**config.mk**
```make
export PLATFORM = sky130hd
export DESIGN_NAME = mac_operand_seq
export DESIGN_NICKNAME = d
export VERILOG_FILES = /design/src/rtl/mac_seq_pkg.sv /design/src/rtl/mac_arith.sv /design/src/rtl/operand_catch.sv /design/src/rtl/mac_operand_seq.sv
export SDC_FILE = /design/constraint.sdc
export NUM_CORES = 1
export LEC_CHECK = 0
export BUFFER_PORTS_ARGS = -buffer_cell sky130_fd_sc_hd__buf_2
export CAP_MARGIN = 5
export CORE_MARGIN = 5
export CORE_UTILIZATION = 68
export CTS_CLUSTER_DIAMETER = 60
export CTS_CLUSTER_SIZE = 30
export DETAILED_ROUTE_END_ITERATION = 12
export PLACE_DENSITY = 0.85
export SETUP_SLACK_MARGIN = 0.05
export SKIP_LAST_GASP = 1
export SLEW_MARGIN = 10
export SYNTH_ARGS = -nofsm -noshare
export SYNTH_HDL_FRONTEND = slang
export SYNTH_HIERARCHICAL = 1
export SYNTH_SLANG_ARGS = --single-unit
```
**constraint.sdc**
```tcl
create_clock -name clk -period 23.5 [get_ports clk]
set_input_delay 0 -clock clk [delete_from_list [all_inputs] [get_ports clk]]
set_output_delay 0 -clock clk [all_outputs]
set_load 0.02 [all_outputs]
```
**src/rtl/mac_seq_pkg.sv**
```systemverilog
package mac_seq_pkg;

    typedef enum logic [1:0] {
        ST_IDLE,
        ST_ISSUE,
        ST_WAIT
    } seq_state_t;

    typedef enum logic [1:0] {
        KIND_NONE,
        KIND_ACC,
        KIND_SUB,
        KIND_LOAD
    } mac_kind_t;

    localparam int OPC_W = 7;
    localparam logic [OPC_W-1:0] OPC_ACC  = 7'h4B;
    localparam logic [OPC_W-1:0] OPC_SUB  = 7'h1B;
    localparam logic [OPC_W-1:0] OPC_LOAD = 7'h5B;

    function automatic mac_kind_t decode_kind(input logic [OPC_W-1:0] opc);
        mac_kind_t k;
        unique case (opc)
            OPC_ACC:  k = KIND_ACC;
            OPC_SUB:  k = KIND_SUB;
            OPC_LOAD: k = KIND_LOAD;
            default:  k = KIND_NONE;
        endcase
        return k;
    endfunction

endpackage

```
**src/rtl/mac_arith.sv**
```systemverilog
module mac_arith
    import mac_seq_pkg::*;
#(
    parameter int DATA_W = 16,
    parameter int ACC_W  = 2 * DATA_W
) (
    input  mac_kind_t          kind,
    input  logic [ACC_W-1:0]   acc_cur,
    input  logic [DATA_W-1:0]  x_cur,
    input  logic [DATA_W-1:0]  y_cur,
    output logic [ACC_W-1:0]   acc_nxt,
    output logic               z_nxt,
    output logic               n_nxt
);
    localparam int EXT_W = ACC_W - DATA_W;

    logic signed [ACC_W-1:0] x_ext;
    logic signed [ACC_W-1:0] y_ext;
    logic [ACC_W-1:0]        prod;

    always_comb begin
        x_ext = {{EXT_W{x_cur[DATA_W-1]}}, x_cur};
        y_ext = {{EXT_W{y_cur[DATA_W-1]}}, y_cur};
        prod  = x_ext * y_ext;
    end

    always_comb begin
        unique case (kind)
            KIND_ACC: acc_nxt = acc_cur + prod;
            KIND_SUB: acc_nxt = acc_cur - prod;
            default:  acc_nxt = '0;
        endcase
        if (kind == KIND_LOAD) begin
            z_nxt = 1'b0;
            n_nxt = 1'b0;
        end else begin
            z_nxt = (acc_nxt == '0);
            n_nxt = acc_nxt[ACC_W-1];
        end
    end
endmodule

```
**src/rtl/operand_catch.sv**
```systemverilog
module operand_catch #(
    parameter int DATA_W = 16
) (
    input  logic              clk,
    input  logic              rst_n,
    input  logic              arm,
    input  logic              listen,
    input  logic              rsp_valid,
    input  logic [DATA_W-1:0] rsp_data,
    output logic              have,
    output logic [DATA_W-1:0] value
);
    logic              got_q;
    logic [DATA_W-1:0] hold_q;

    always_comb begin
        have  = listen && (got_q || rsp_valid);
        value = got_q ? hold_q : rsp_data;
    end

    always_ff @(posedge clk or negedge rst_n) begin
        if (!rst_n) begin
            got_q  <= 1'b0;
            hold_q <= '0;
        end else if (arm) begin
            got_q  <= 1'b0;
        end else if (listen && rsp_valid && !got_q) begin
            got_q  <= 1'b1;
            hold_q <= rsp_data;
        end
    end
endmodule

```
**src/rtl/mac_operand_seq.sv**
```systemverilog
module mac_operand_seq
    import mac_seq_pkg::*;
#(
    parameter int DATA_W = 16,
    parameter int ACC_W  = 2 * DATA_W
) (
    input  logic              clk,
    input  logic              rst_n,
    input  logic              instr_valid,
    input  logic [15:0]       instr_word,
    output logic              busy,
    output logic              anomaly,
    output logic              stat_hi_clr,
    output logic              req_x_valid,
    output logic [4:0]        req_x_sel,
    input  logic              rsp_x_valid,
    input  logic [DATA_W-1:0] rsp_x_data,
    output logic              req_y_valid,
    output logic [4:0]        req_y_sel,
    input  logic              rsp_y_valid,
    input  logic [DATA_W-1:0] rsp_y_data,
    output logic [DATA_W-1:0] x_out,
    output logic [DATA_W-1:0] y_out,
    output logic [ACC_W-1:0]  acc_out,
    output logic              flag_z,
    output logic              flag_n
);
    localparam int OPC_LSB = 9;
    localparam int CHK_BIT = 8;

    seq_state_t state_q, state_d;
    mac_kind_t  kind;
    logic       accept;
    logic       listen;
    logic       x_have, y_have, both_in;
    logic [DATA_W-1:0] x_new, y_new;
    logic [ACC_W-1:0]  acc_nxt;
    logic              z_nxt, n_nxt;

    always_comb begin
        kind   = decode_kind(instr_word[15:OPC_LSB]);
        accept = (state_q == ST_IDLE) && instr_valid && (kind != KIND_NONE);
        listen = (state_q != ST_IDLE);
        both_in = x_have && y_have;
    end

    mac_arith #(.DATA_W(DATA_W), .ACC_W(ACC_W)) u_arith (
        .kind    (kind),
        .acc_cur (acc_out),
        .x_cur   (x_out),
        .y_cur   (y_out),
        .acc_nxt (acc_nxt),
        .z_nxt   (z_nxt),
        .n_nxt   (n_nxt)
    );

    operand_catch #(.DATA_W(DATA_W)) u_catch_x (
        .clk (clk), .rst_n (rst_n), .arm (accept), .listen (listen),
        .rsp_valid (rsp_x_valid), .rsp_data (rsp_x_data),
        .have (x_have), .value (x_new)
    );

    operand_catch #(.DATA_W(DATA_W)) u_catch_y (
        .clk (clk), .rst_n (rst_n), .arm (accept), .listen (listen),
        .rsp_valid (rsp_y_valid), .rsp_data (rsp_y_data),
        .have (y_have), .value (y_new)
    );

    // next-state
    always_comb begin
        state_d = state_q;
        unique case (state_q)
            ST_IDLE:  if (accept)  state_d = ST_ISSUE;
            ST_ISSUE: state_d = both_in ? ST_IDLE : ST_WAIT;
            ST_WAIT:  if (both_in) state_d = ST_IDLE;
            default:  state_d = ST_IDLE;
        endcase
    end

    always_ff @(posedge clk or negedge rst_n) begin
        if (!rst_n) state_q <= ST_IDLE;
        else        state_q <= state_d;
    end

    // registered outputs
    always_ff @(posedge clk or negedge rst_n) begin
        if (!rst_n) begin
            busy        <= 1'b0;
            anomaly     <= 1'b0;
            stat_hi_clr <= 1'b0;
            req_x_valid <= 1'b0;
            req_y_valid <= 1'b0;
            req_x_sel   <= '0;
            req_y_sel   <= '0;
            x_out       <= '0;
            y_out       <= '0;
            acc_out     <= '0;
            flag_z      <= 1'b0;
            flag_n      <= 1'b0;
        end else begin
            anomaly     <= accept && !instr_word[CHK_BIT];
            stat_hi_clr <= accept && (kind == KIND_LOAD);
            req_x_valid <= accept;
            req_y_valid <= accept;
            if (accept) begin
                busy      <= 1'b1;
                req_x_sel <= {instr_word[3:2], 1'b0, instr_word[1:0]};
                req_y_sel <= {instr_word[7:6], 1'b1, instr_word[5:4]};
                acc_out   <= acc_nxt;
                flag_z    <= z_nxt;
                flag_n    <= n_nxt;
            end else if (listen && both_in) begin
                busy  <= 1'b0;
                x_out <= x_new;
                y_out <= y_new;
            end
        end
    end
endmodule

```
==> results.md <==
- The type of the worst setup path is reg2reg.
- The site row count is 59.
- Detailed placement ended at an HPWL of 32.8 mm.
- The clock tree root driver cell is sky130_fd_sc_hd__clkbuf_16.
- The number of instances in the synthesized netlist is 1866.
- STA classifies the critical path startpoint as a register.
- The full die area is 29600 um^2.
- The flow ran to the end, and the final reports show no timing, DRC or antenna violations.
- Using the TritonRoute via totals, the vias-per-cell ratio works out to 6.11.
- The worst pin sits at a relative slew slack of 27.5%.
- The worst path meets setup with 12.81 ns of slack.
- The most numerous cell on the critical path is sky130_fd_sc_hd__fa_1.
- Data on the critical path is required at its endpoint by 23.88 ns.
- After synthesis, flip-flops and latches occupy 16.1% of the total area.
- Subtracting the final worst setup slack from the clock period gives 10.69 ns.
- The worst hold path belongs to the class in2reg.
- The clock buffer count from CTS is 17.
- In the global route stage, met2 resource usage came out at 55.5%.
- The horizontal die dimension is 172 um.
- The fraction of final layout cells sized beyond drive strength 1 is 16.2%.
- The clock skew after layout is 0.0150 ns.
- For this design the top-level I/O count stands at 134.
- The core region is 26000 um^2.
- The critical path capture point type is a register.
- The count of pins over their slew limit is 0.
- Summing every instance area after synthesis gives 17800 um^2.
- The layout has 1709 filler cells.
- The level count of the clock H-tree is 4.
- In this run, synthesis inferred 0 flip-flops with an integrated enable.
- The arrival time at the worst endpoint is 11.07 ns.
- In this run the most used layer during global routing was met2.
- Setup repair after global routing left no endpoint under its margin.
- The aggregate negative setup slack is 0 ns.
- After global routing the overflow that remains totals 0.
- The synthesized area per cell is 9.57 um^2.
- Counting flops with an async set or reset pin after synthesis yields a share of 100%.
- The number of antenna violations at the first check in global routing was 0.
- The post-cts gate resize count is 0.
- Detailed routing inserted a total of 14.3k vias.
- The largest single stage delay on the critical path is 0.85 ns.
- The largest fanout on the critical path is 18.
- The global placer's final weighted congestion is 0.918.
- After detailed routing, the number of remaining DRC violations is 0.
- TritonCTS built the clock tree.
- The area of combinational cells with multiple inputs is 13400 um^2.
- The global-route wire length before repair is 75.1 mm.
- The Yosys step of the flow raised 6 warnings.
- The count of unique library cells instantiated by Yosys is 80.
- Before CTS, the worst setup slack after placement is 12.99 ns.
- The maximum clock insertion buffer count is 2.
- The synthesis-stage register bit count is 115.
- The signed area change from the synthesized netlist to the final layout is 10.2%.
- For this run, the top clock speed supported by timing is 93.5 MHz.
- For the pin with the worst max-slew slack, the measured transition is 1.09 ns.
- Measured along the y axis, the die boundary spans 172 um.
- The area occupied by registers is 2880 um^2.
- The count of final hold-check violations was 0.
- The final antenna-violating net count is 0.
- The starting density of the core is 68.7%.
- The synthesized net count is 2298.
- The pre-antenna-repair detailed-routing pass consisted of 8 iterations.
- After detailed routing, the total wire length is 46.6 mm.
- The combined global-route utilization of all metal layers is 32.1%.
- The tightest hold path in the finished design has a slack of 0.139 ns.
- The clock transition at the registers of the reported paths is 0.07 ns.
- The library cell contributing the largest single delay on the critical path is sky130_fd_sc_hd__dfrtp_1.
- Setup violations remaining at the end of the flow were counted as 0.
- The number of global-route vias before repair is 15.1k.
- Entering global routing, the biggest net connects 60 pins.
- Clock latency on the worst-skew pair, taken at its later pin, is 0.44 ns.
- The period utilization is 45.5%.
- The number of nets in the finished design is 2428.
- The count of buffers added on input and output ports is 132.
- The DRC violation total after the first TritonRoute iteration is 1395.
- The met1 usage in global routing is 38.7%.
- The met3 layer usage reported by global route is 5.97%.
- The clock drives 115 sinks.
- After detailed routing, the average wire length per cell comes to 19.9 um.
- In the synthesized netlist the dominant register cell turns out to be sky130_fd_sc_hd__dfrtp_1.
- Across the run, the number of max-cap violations was 0.
==> sequential cells by signal, indices dropped and copies added (netlist names), 2 cells and up <==
register          cells
acc_out              32
req_x_sel             4
req_y_sel             5
state_q               2
u_catch_x/hold_q     16
u_catch_y/hold_q     16
x_out                16
y_out                16
==> metrics by stage <==
step / util (%) / instance area (um^2) / cells
3_5_place_dp: 71.4 / 18600 / 2261
4_1_cts: 75.7 / 19700 / 2344
2_1_floorplan: - / 17800 / 1866
5_1_grt: 75.7 / 19700 / 2344
3_3_place_gp: 71.4 / 18600 / 2261
6_report: 75.7 / 19700 / 2345
==> area by class of cell <==
class	instances	area share [%]
Clock inverter	15	0.878
Inverter	318	6.07
Clock buffer	17	2.16
Multi-Input combinational cell	1355	67.9
Sequential cell	115	14.6
Timing Repair Buffer	189	6.20
Tap cell	335	2.13
Antenna cell	1	0.0127
==> synthesized netlist by cell type, types with 6 or more instances <==
| cell type | number | area [um^2] |
|---|---|---|
| sky130_fd_sc_hd__or4_1 | 6 | 45.0 |
| sky130_fd_sc_hd__a211o_1 | 6 | 52.6 |
| sky130_fd_sc_hd__o21bai_1 | 8 | 60.1 |
| sky130_fd_sc_hd__a31oi_1 | 17 | 106 |
| sky130_fd_sc_hd__mux2_4 | 20 | 300 |
| sky130_fd_sc_hd__o2111ai_1 | 6 | 52.6 |
| sky130_fd_sc_hd__clkbuf_1 | 57 | 214 |
| sky130_fd_sc_hd__and3_1 | 10 | 62.6 |
| sky130_fd_sc_hd__nand2b_1 | 13 | 81.3 |
| sky130_fd_sc_hd__nand2_1 | 162 | 608 |
| sky130_fd_sc_hd__nor2b_1 | 13 | 81.3 |
| sky130_fd_sc_hd__xor2_1 | 26 | 228 |
| sky130_fd_sc_hd__inv_1 | 317 | 1190 |
| sky130_fd_sc_hd__mux2_2 | 115 | 1290 |
| sky130_fd_sc_hd__nor3_1 | 22 | 110 |
| sky130_fd_sc_hd__buf_6 | 10 | 113 |
| sky130_fd_sc_hd__nor2_1 | 90 | 338 |
| sky130_fd_sc_hd__or3_1 | 7 | 43.8 |
| sky130_fd_sc_hd__a21oi_1 | 70 | 350 |
| sky130_fd_sc_hd__fa_1 | 263 | 5270 |
| sky130_fd_sc_hd__ha_1 | 116 | 1450 |
| sky130_fd_sc_hd__o211ai_1 | 7 | 52.6 |
| sky130_fd_sc_hd__and2_1 | 127 | 795 |
| sky130_fd_sc_hd__nor4_1 | 6 | 37.5 |
| sky130_fd_sc_hd__nand3_1 | 15 | 75.1 |
| sky130_fd_sc_hd__o21a_1 | 16 | 120 |
| sky130_fd_sc_hd__dfrtp_1 | 115 | 2880 |
| sky130_fd_sc_hd__a21o_1 | 23 | 173 |
| sky130_fd_sc_hd__o21ai_0 | 33 | 165 |
| sky130_fd_sc_hd__a211oi_1 | 13 | 97.6 |
| sky130_fd_sc_hd__xnor2_1 | 63 | 552 |
==> routing by layer <==
metal	wire length (um)	vias to the layer above
met3	3180	220
met2	23800	740
met1	17000	7109
met5	0	-
li1	-	6260
met4	2690	0
==> worst max-delay path, delay by kind of cell, from the launching register on <==
kind | cells | cell delay, ns
buf+inv | 4 | 0.27
xor+xnor | 2 | 0.33
mux | 1 | 0.16
fa+ha+maj | 8 | 3.60
simple gates | 11 | 3.34
compound gates | 7 | 2.08
flops | 1 | 0.85
==> final timing paths <==
path | slack (ns) | from | to | cells past startpoint
min | 0.14 | instr_word[12] | req_y_valid | 3
min in group asynchronous | 0.22 | rst_n | req_x_sel[1] | 2
max in group asynchronous | 22.02 | rst_n | u_catch_x/hold_q[2] | 3
max reg2reg | 12.81 | x_out[7] | flag_z | 33
min reg2reg | 0.51 | req_y_sel[3] | req_y_sel[3] | 1
max | 12.81 | x_out[7] | flag_z | 33
==> what timing repair did <==
item                                   CTS  global route
hold buffers                            51             0
setup buffers                            0             0
endpoints found under the hold margin  135             0
==> kinds of logic (layout without fill, tap and decap cells) <==
group / Yosys count / after routing / share of synthesized area [%]
and+or+nand+nor: 502 / 502 / 14.4
buffers and inverters: 396 / 539 / 9.05
adders and majority gates: 379 / 379 / 37.6
AOI/OAI and AO/OA: 242 / 242 / 8.99
muxes: 141 / 141 / 9.29
DFF: 115 / 115 / 16.1
xor gates and xnor gates: 90 / 90 / 4.46
other: 1 / 2 / 0.0210
==> placed cells by master, fill, tap and decap left out, types with 15 or more instances in the layout <==
cell type                       count
sky130_fd_sc_hd__mux2_2           115
sky130_fd_sc_hd__nand2_1          162
sky130_fd_sc_hd__a21o_1            23
sky130_fd_sc_hd__a31oi_1           17
sky130_fd_sc_hd__xor2_1            26
sky130_fd_sc_hd__dfrtp_1          115
sky130_fd_sc_hd__a21oi_1           70
sky130_fd_sc_hd__o21ai_0           33
sky130_fd_sc_hd__ha_1             116
sky130_fd_sc_hd__dlygate4sd3_1     51
sky130_fd_sc_hd__nor3_1            22
sky130_fd_sc_hd__fa_1             263
sky130_fd_sc_hd__nor2_1            90
sky130_fd_sc_hd__nand3_1           15
sky130_fd_sc_hd__clkbuf_16         17
sky130_fd_sc_hd__mux2_4            20
sky130_fd_sc_hd__buf_2            131
sky130_fd_sc_hd__xnor2_1           63
sky130_fd_sc_hd__o21a_1            16
sky130_fd_sc_hd__and2_1           127
sky130_fd_sc_hd__inv_1            317
Power is left out: the tool's default activity adds up to more than one toggle a clock period on the data nets, which glitch-free logic cannot reach.
